$ cat src/rtl/sbm_pkg.sv
`timescale 1ns/1ps
package sbm_pkg;
    localparam int BUS_W  = 32;
    localparam int BYTES  = BUS_W / 8;
    localparam int LANE_W = $clog2(BYTES);
    localparam int SIZE_W = $clog2(LANE_W + 1);
    localparam int ADDR_W = 32;
    localparam int DMI_AW = 7;

    localparam logic [DMI_AW-1:0] REG_CTRL = 7'h38;
    localparam logic [DMI_AW-1:0] REG_ADDR = 7'h39;
    localparam logic [DMI_AW-1:0] REG_DATA = 7'h3C;

    localparam logic [2:0] SB_VERSION   = 3'd1;
    localparam logic [2:0] ERR_MISALIGN = 3'd3;
    localparam logic [2:0] ERR_SIZE     = 3'd4;

    typedef enum logic [1:0] {
        BUS_IDLE,
        BUS_REQ,
        BUS_WAIT
    } bus_state_e;

    typedef struct packed {
        logic       rd_on_addr;
        logic [2:0] access;
        logic       auto_inc;
        logic       rd_on_data;
    } sb_ctrl_t;

    typedef struct packed {
        logic              we;
        logic [SIZE_W-1:0] size;
        logic [ADDR_W-1:0] addr;
        logic [BUS_W-1:0]  wdata;
    } bus_cmd_t;

    // number of bytes moved by one transfer of the given size code
    function automatic logic [LANE_W:0] size_bytes(logic [SIZE_W-1:0] sz);
        return (LANE_W + 1)'(1) << sz;
    endfunction

    function automatic logic size_supported(logic [2:0] access);
        return int'(access) <= LANE_W;
    endfunction

    function automatic logic is_aligned(logic [ADDR_W-1:0] a, logic [SIZE_W-1:0] sz);
        logic [LANE_W:0] n;
        n = size_bytes(sz);
        return (a[LANE_W-1:0] & (n[LANE_W-1:0] - LANE_W'(1))) == '0;
    endfunction

    function automatic logic [4:0] support_mask();
        logic [4:0] m;
        m = '0;
        for (int i = 0; i <= LANE_W; i++) m[i] = 1'b1;
        return m;
    endfunction

    function automatic logic [31:0] pack_ctrl(sb_ctrl_t c, logic busy_err,
                                              logic busy, logic [2:0] err);
        return {SB_VERSION, 6'b0, busy_err, busy, c.rd_on_addr, c.access,
                c.auto_inc, c.rd_on_data, err, 7'(ADDR_W), support_mask()};
    endfunction
endpackage

$ cat src/rtl/sbm_lane_fmt.sv
`timescale 1ns/1ps
module sbm_lane_fmt
    import sbm_pkg::*;
(
    input  logic [SIZE_W-1:0] size,
    input  logic [LANE_W-1:0] offset,
    input  logic [BUS_W-1:0]  wdata_in,
    input  logic [BUS_W-1:0]  rdata_in,
    output logic [BUS_W-1:0]  wdata_out,
    output logic [BYTES-1:0]  be_out,
    output logic [BUS_W-1:0]  rdata_out
);
    logic [LANE_W:0]   nbytes;
    logic [LANE_W:0]   lane_end;
    logic [LANE_W-1:0] rep_mask;

    assign nbytes   = size_bytes(size);
    assign lane_end = {1'b0, offset} + nbytes;
    assign rep_mask = nbytes[LANE_W-1:0] - LANE_W'(1);

    for (genvar i = 0; i < BYTES; i++) begin : g_lane
        localparam logic [LANE_W:0] IDX = (LANE_W + 1)'(i);
        logic [LANE_W-1:0] src_w;
        logic [LANE_W-1:0] src_r;

        // write side: lane i carries byte (i mod size) of the debugger data
        assign src_w = IDX[LANE_W-1:0] & rep_mask;
        assign wdata_out[8*i +: 8] = wdata_in[{src_w, 3'b000} +: 8];
        assign be_out[i] = (IDX >= {1'b0, offset}) && (IDX < lane_end);

        // read side: output byte i comes from lane offset+i, zero above size
        assign src_r = offset + IDX[LANE_W-1:0];
        assign rdata_out[8*i +: 8] = (IDX < nbytes) ? rdata_in[{src_r, 3'b000} +: 8] : 8'h00;
    end
endmodule

$ cat src/rtl/sbm_bus_eng.sv
`timescale 1ns/1ps
module sbm_bus_eng
    import sbm_pkg::*;
(
    input  logic     clk,
    input  logic     rst,
    input  logic     dbg_en,
    input  logic     start,
    input  bus_cmd_t start_cmd,
    input  logic     bus_gnt,
    input  logic     bus_rvalid,
    output logic     bus_req,
    output logic     busy,
    output logic     done,
    output logic     rd_valid,
    output bus_cmd_t cmd_q
);
    bus_state_e st_q, st_d;

    always_comb begin
        st_d = st_q;
        unique case (st_q)
            BUS_IDLE: if (start) st_d = BUS_REQ;
            BUS_REQ: begin
                if (!dbg_en)      st_d = BUS_IDLE;   // withdraw, nothing left on the port
                else if (bus_gnt) st_d = BUS_WAIT;
            end
            BUS_WAIT: if (bus_rvalid) st_d = BUS_IDLE; // error flag plays no part
            default: st_d = BUS_IDLE;
        endcase
    end

    always_ff @(posedge clk) begin
        if (rst) begin
            st_q  <= BUS_IDLE;
            cmd_q <= '0;
        end else begin
            st_q <= st_d;
            if (start && st_q == BUS_IDLE) cmd_q <= start_cmd;
        end
    end

    assign bus_req  = (st_q == BUS_REQ) && dbg_en;
    assign busy     = (st_q != BUS_IDLE);
    assign done     = (st_q == BUS_WAIT) && bus_rvalid;
    assign rd_valid = done && !cmd_q.we;
endmodule

$ cat src/rtl/sbm_regs.sv
`timescale 1ns/1ps
module sbm_regs
    import sbm_pkg::*;
(
    input  logic              clk,
    input  logic              rst,
    input  logic              dbg_en,
    input  logic              dmi_req,
    input  logic              dmi_we,
    input  logic [DMI_AW-1:0] dmi_addr,
    input  logic [31:0]       dmi_wdata,
    output logic [31:0]       dmi_rdata,
    input  logic              eng_busy,
    input  logic              eng_done,
    input  logic              eng_rd_valid,
    input  logic [BUS_W-1:0]  eng_rd_data,
    input  logic [SIZE_W-1:0] eng_size,
    output logic              start,
    output bus_cmd_t          start_cmd
);
    sb_ctrl_t          ctrl_q;
    logic              busy_err_q;
    logic [2:0]        err_q;
    logic [ADDR_W-1:0] addr_q;
    logic [BUS_W-1:0]  data_q;

    logic wr_ctrl, wr_addr, wr_data, rd_data, touch, trig;
    logic set_busy_err, set_err;
    logic [2:0] err_code;

    assign wr_ctrl = dmi_req &&  dmi_we && dmi_addr == REG_CTRL;
    assign wr_addr = dmi_req &&  dmi_we && dmi_addr == REG_ADDR;
    assign wr_data = dmi_req &&  dmi_we && dmi_addr == REG_DATA;
    assign rd_data = dmi_req && !dmi_we && dmi_addr == REG_DATA;
    assign touch   = wr_addr || wr_data || rd_data;
    assign trig    = wr_data || (wr_addr && ctrl_q.rd_on_addr) || (rd_data && ctrl_q.rd_on_data);

    // decide in the cycle of the DMI access: refuse, flag or launch
    always_comb begin
        start           = 1'b0;
        set_busy_err    = 1'b0;
        set_err         = 1'b0;
        err_code        = '0;
        start_cmd.we    = wr_data;
        start_cmd.size  = ctrl_q.access[SIZE_W-1:0];
        start_cmd.addr  = wr_addr ? ADDR_W'(dmi_wdata) : addr_q;
        start_cmd.wdata = BUS_W'(dmi_wdata);
        if (touch && eng_busy) begin
            set_busy_err = 1'b1;
        end else if (trig && dbg_en && err_q == '0 && !busy_err_q) begin
            if (!size_supported(ctrl_q.access)) begin
                set_err  = 1'b1;
                err_code = ERR_SIZE;
            end else if (!is_aligned(start_cmd.addr, start_cmd.size)) begin
                set_err  = 1'b1;
                err_code = ERR_MISALIGN;
            end else begin
                start = 1'b1;
            end
        end
    end

    always_ff @(posedge clk) begin
        if (rst) begin
            ctrl_q     <= '{rd_on_addr: 1'b0, access: 3'(LANE_W), auto_inc: 1'b0, rd_on_data: 1'b0};
            busy_err_q <= 1'b0;
            err_q      <= '0;
            addr_q     <= '0;
            data_q     <= '0;
        end else begin
            if (wr_ctrl) begin
                ctrl_q.rd_on_addr <= dmi_wdata[20];
                ctrl_q.access     <= dmi_wdata[19:17];
                ctrl_q.auto_inc   <= dmi_wdata[16];
                ctrl_q.rd_on_data <= dmi_wdata[15];
                if (dmi_wdata[22]) busy_err_q <= 1'b0;
                err_q <= err_q & ~dmi_wdata[14:12];
            end
            if (set_busy_err) busy_err_q <= 1'b1;
            if (set_err)      err_q      <= err_code;

            if (wr_addr && !eng_busy)
                addr_q <= ADDR_W'(dmi_wdata);
            else if (eng_done && ctrl_q.auto_inc)
                addr_q <= addr_q + ADDR_W'(size_bytes(eng_size));

            if (wr_data && !eng_busy)
                data_q <= BUS_W'(dmi_wdata);
            else if (eng_rd_valid)
                data_q <= eng_rd_data;
        end
    end

    always_comb begin
        unique case (dmi_addr)
            REG_CTRL: dmi_rdata = pack_ctrl(ctrl_q, busy_err_q, eng_busy, err_q);
            REG_ADDR: dmi_rdata = 32'(addr_q);
            REG_DATA: dmi_rdata = 32'(data_q);
            default:  dmi_rdata = '0;
        endcase
    end
endmodule

$ cat src/rtl/sysbus_dbg_master.sv
`timescale 1ns/1ps
module sysbus_dbg_master
    import sbm_pkg::*;
(
    input  logic        clk,
    input  logic        rst,
    input  logic        dbg_en,
    input  logic        dmi_req,
    input  logic        dmi_we,
    input  logic [6:0]  dmi_addr,
    input  logic [31:0] dmi_wdata,
    output logic [31:0] dmi_rdata,
    output logic        bus_req,
    output logic        bus_we,
    output logic [31:0] bus_addr,
    output logic [31:0] bus_wdata,
    output logic [3:0]  bus_be,
    input  logic        bus_gnt,
    input  logic        bus_rvalid,
    input  logic [31:0] bus_rdata,
    input  logic        bus_err
);
    logic             start;
    bus_cmd_t         start_cmd;
    bus_cmd_t         cmd_q;
    logic             eng_busy, eng_done, eng_rd_valid;
    logic [BUS_W-1:0] rd_aligned;
    logic             unused_bus_err;

    assign unused_bus_err = bus_err;   // responses complete regardless of this flag

    sbm_regs u_regs (
        .clk          (clk),
        .rst          (rst),
        .dbg_en       (dbg_en),
        .dmi_req      (dmi_req),
        .dmi_we       (dmi_we),
        .dmi_addr     (dmi_addr),
        .dmi_wdata    (dmi_wdata),
        .dmi_rdata    (dmi_rdata),
        .eng_busy     (eng_busy),
        .eng_done     (eng_done),
        .eng_rd_valid (eng_rd_valid),
        .eng_rd_data  (rd_aligned),
        .eng_size     (cmd_q.size),
        .start        (start),
        .start_cmd    (start_cmd)
    );

    sbm_bus_eng u_eng (
        .clk        (clk),
        .rst        (rst),
        .dbg_en     (dbg_en),
        .start      (start),
        .start_cmd  (start_cmd),
        .bus_gnt    (bus_gnt),
        .bus_rvalid (bus_rvalid),
        .bus_req    (bus_req),
        .busy       (eng_busy),
        .done       (eng_done),
        .rd_valid   (eng_rd_valid),
        .cmd_q      (cmd_q)
    );

    sbm_lane_fmt u_lane (
        .size      (cmd_q.size),
        .offset    (cmd_q.addr[LANE_W-1:0]),
        .wdata_in  (cmd_q.wdata),
        .rdata_in  (bus_rdata),
        .wdata_out (bus_wdata),
        .be_out    (bus_be),
        .rdata_out (rd_aligned)
    );

    assign bus_we   = cmd_q.we;
    assign bus_addr = cmd_q.addr;
endmodule

$ cat config.mk
export PLATFORM = sky130hd
export DESIGN_NAME = sysbus_dbg_master
export DESIGN_NICKNAME = d
export VERILOG_FILES = /design/src/rtl/sbm_pkg.sv /design/src/rtl/sbm_lane_fmt.sv /design/src/rtl/sbm_bus_eng.sv /design/src/rtl/sbm_regs.sv /design/src/rtl/sysbus_dbg_master.sv
export SDC_FILE = /design/constraint.sdc
export NUM_CORES = 1
export LEC_CHECK = 0
export BUFFER_PORTS_ARGS = -buffer_cell sky130_fd_sc_hd__buf_2
export CAP_MARGIN = 20
export CORE_AREA = 10 10 106 202
export CTS_BUF_LIST = sky130_fd_sc_hd__clkbuf_4 sky130_fd_sc_hd__clkbuf_8 sky130_fd_sc_hd__clkbuf_16
export CTS_CLUSTER_SIZE = 10
export DETAILED_ROUTE_END_ITERATION = 8
export DIE_AREA = 0 0 116 212
export PLACE_DENSITY = 0.78
export SETUP_SLACK_MARGIN = 0.3
export SLEW_MARGIN = 20
export SYNTH_ARGS = -nofsm -noshare
export SYNTH_HDL_FRONTEND = slang
export SYNTH_HIERARCHICAL = 1
export SYNTH_SLANG_ARGS = --single-unit
$ cat constraint.sdc
create_clock -name clk -period 5.5 [get_ports clk]
set_clock_uncertainty 0.2 [all_clocks]
set_input_delay 0 -clock clk [delete_from_list [all_inputs] [get_ports clk]]
set_output_delay 0 -clock clk [all_outputs]
set_load 0.1 [all_outputs]
==> flow_metrics.env <==
export IMPL_nNetsFinal=1274
export IMPL_grt_setup_unrepaired="no"
export IMPL_min_path_type="in2reg"
export IMPL_cap_viol_max_count=0
export IMPL_syn_nets=1148
export IMPL_num_rows=70
export IMPL_n_fill_cell=1514
export IMPL_wirelength_um=32300
export IMPL_cts_root_buf="clkbuf_16"
export IMPL_synth_seq_cells=143
export IMPL_yosys_area_top_type_share=0.294
export IMPL_rrSetupSlack_ps=2340
export IMPL_cts_made_buffers=17
export IMPL_hold_viol=0
export IMPL_ant_nets=0
export IMPL_start_kind="flip-flop"
export IMPL_dp_cells=1333
export IMPL_grt_usage=0.254
export IMPL_ios=181
export IMPL_cp_buffers_inverters=4
export IMPL_overflow=0
export IMPL_synth_area_leaders="dfxtp_1 29%, mux2i_1 15%, nand2b_1 9.1%"
export IMPL_ir_drop_v=0.000241
export IMPL_wl_per_cell_um=22.9
export IMPL_ys_warnings_count=6
export IMPL_synth_xor_area_frac=0.0289
export IMPL_post_cts_resized=0
export IMPL_finalMaxSlewViolations=0
export IMPL_post_synth_top_area_cell="dfxtp_1"
export IMPL_crit_slowest_cell="ha_1"
export IMPL_async_flop_share=0
export IMPL_place_area_um2=10300
export IMPL_final_cells=1410
export IMPL_grt_pass1_wl_um=47900
export IMPL_status="finished clean"
export IMPL_max_stage_delay_ps=860
export IMPL_drt_pass1_iter_count=6
export IMPL_place_port_buffers=179
export IMPL_clock_path_buffers=2
export IMPL_drt_vias_per_instance=6.06
export IMPL_gp_congestion=0.962
export IMPL_cts_sinks=143
export IMPL_period_share=0.648
export IMPL_dieHeight_um=212
export IMPL_syn_area_per_cell_um2=9.24
export IMPL_dieArea_um2=24600
export IMPL_cts_tree="yes"
export IMPL_netlist_area_um2=9750
export IMPL_start_util=0.535
export IMPL_fin_area_um2=11400
export IMPL_htreeDepth=4
export IMPL_synth_edf_count=0
export IMPL_syn_to_final_growth_pct=16.5
export IMPL_crit_fanout=18
export IMPL_power_density_nw_per_um2=218
export IMPL_preCtsSetupSlack_ps=2140
export IMPL_synth_cells=1055
export IMPL_grt_max_degree=163
export IMPL_dp_hpwl_um=23400
export IMPL_final_layout_size_suffix_gt1_frac=0.281
export IMPL_tightest_slew_ps=1090
export IMPL_synth_area_mux_share=0.222
export IMPL_period_needed_ps=3570
export IMPL_crit_type="reg2out"
export IMPL_setup_viol=0
export IMPL_synthAdderAreaFrac=0.0195
export IMPL_synth_top_family_by_area="multiplexers"
export IMPL_clk_pin_slew_ps=60
export IMPL_clkLatencyLatePin_ps=420
export IMPL_fmax_ghz=0.280
export IMPL_cp_end_kind="primary output"
export IMPL_setup_slack_ps=1930
export IMPL_ys_flop_type="dfxtp_1"
export IMPL_antenna_found_initial=0
export IMPL_n_antenna_cell=0
export IMPL_path_delay_family="adder cells"
export IMPL_required_ps=5300
export IMPL_timing_slew_headroom=0.271
export IMPL_seq_area_frac_synth=0.294
export IMPL_via_count=8541
export IMPL_grt_pass1_vias=8460
export IMPL_synth_simple_gate_area_share=0.211
export IMPL_synth_cell_types=63
export IMPL_coreArea_um2=18200
export IMPL_synth_compound_area_share=0.141
export IMPL_die_w_um=116
export IMPL_drtIter0Drc=893
export IMPL_path_cells="inv_1 > ha_1 > ha_1 > inv_1 > fa_1 > xor2_1 > inv_1 > o31a_1 > buf_2"
export IMPL_cp_arrival_ps=3370
export IMPL_cpMostUsedCell="inv_1"
export IMPL_p_leak_nw=4.32
export IMPL_setup_tns_ps=0
export IMPL_drc=0
registers in the layout, indices dropped and copies added, names as in the netlist:
name               cells
u_eng/cmd_q           67
u_eng/st_q             2
u_regs/addr_q         32
u_regs/busy_err_q      1
u_regs/ctrl_q          4
u_regs/data_q         32
u_regs/err_q           3
u_regs/start_cmd       2
timing repair:
item                      in CTS  in global routing
buffers inserted               0                  0
hold buffers                  44                  0
hold endpoints to repair     135                  0
layout by cell type, fill, tap and decap left out, drive strengths merged, types with 3 or more instances in the layout:
cell and instances:
nand2 32, mux2i 147, and3 6, xor2 21
o22ai 32, bufinv 4, mux4 8, a211oi 61
clkbuf 19, or2 4, dlygate4sd3 44, clkinv 3
nand4 21, nor3 11, nor4 6, inv 25
and4 3, and2 3, nand3 9, mux2 43
clkinvlp 3, nor2b 8, ha 12, buf 186
dfxtp 143, nand2b 142, o21ai 7, a22o 16
nand3b 3, nor2 107, xnor2 9, a21oi 31
nand4b 3
worst register-to-register path, delay by kind of cell (launching register included):
kind | cells | cell delay (ps)
mux | 1 | 360
buf+inv | 1 | 560
flops | 1 | 380
simple gates | 6 | 1570
area by class of cell:
class	count	area, µm²	area share
multi-input cells	767	6100	0.537
clock buffers	18	433	0.0381
clock inverters	14	206	0.0182
flip-flops and latches	143	2860	0.252
repair buffers	231	1410	0.124
well taps	216	270	0.0238
inverters	21	78.8	0.00694
synth_stat cells (6+ instances only):
master / instances
ha_1: 12
nor2_1: 107
o22ai_1: 32
dfxtp_1: 143
o21ai_0: 7
buf_1: 6
nor3_1: 9
inv_1: 21
xor2_1: 21
nand2_1: 32
nand2b_1: 142
a22o_1: 16
mux4_1: 7
mux2i_1: 147
and3_1: 6
nor2b_1: 8
nand4_1: 19
a211oi_2: 53
buf_4: 55
xnor2_1: 8
clkbuf_1: 37
mux2_2: 43
a211oi_1: 8
nand3_1: 7
buf_2: 19
a21oi_1: 31
report_power, final:
group | switching, W | internal (W)
logic | 0.000108 | 0.0000729
registers | 0.00000176 | 0.00104
clock network | 0.000483 | 0.000774
total | 0.000593 | 0.00188
metal layers:
layer,GRT usage,vias to the layer above,part of all wire
met5,0,-,0
met4,0.191,0,0.073
met3,0.0426,108,0.064
met2,0.448,426,0.52
met1,0.259,4061,0.35
li1,-,3946,-
final timing paths:
check	from	to	depth (start not counted)
max reg2reg	u_eng/st_q[1]	u_eng/cmd_q[61]	8
min	rst	u_regs/ctrl_q[1]	2
max	u_eng/cmd_q[64]	bus_be[0]	9
min reg2reg	u_eng/cmd_q[45]	u_eng/cmd_q[45]	2
stage by stage:
stage / power (W) / hold WS, ps / utilization
6_report: 0.00248 / 17.9 / 0.623
5_1_grt: 0.00253 / 59.3 / 0.623
3_3_place_gp: 0.00121 / 75.5 / 0.563
2_1_floorplan: 0.00115 / -82.1 / -
4_1_cts: 0.00248 / 9.01 / 0.623
3_5_place_dp: 0.00121 / 96.6 / 0.563
cell families after synthesis:
family | count (synthesis)
AO/OA/AOI/OAI | 161
XOR/XNOR | 30
adder cells (fa/ha/maj) | 14
buffers and inverters | 145
flip-flops | 143
multiplexers | 198
AND/OR/NAND/NOR | 364
No activity file was read; power rests on OpenSTA's default activity.
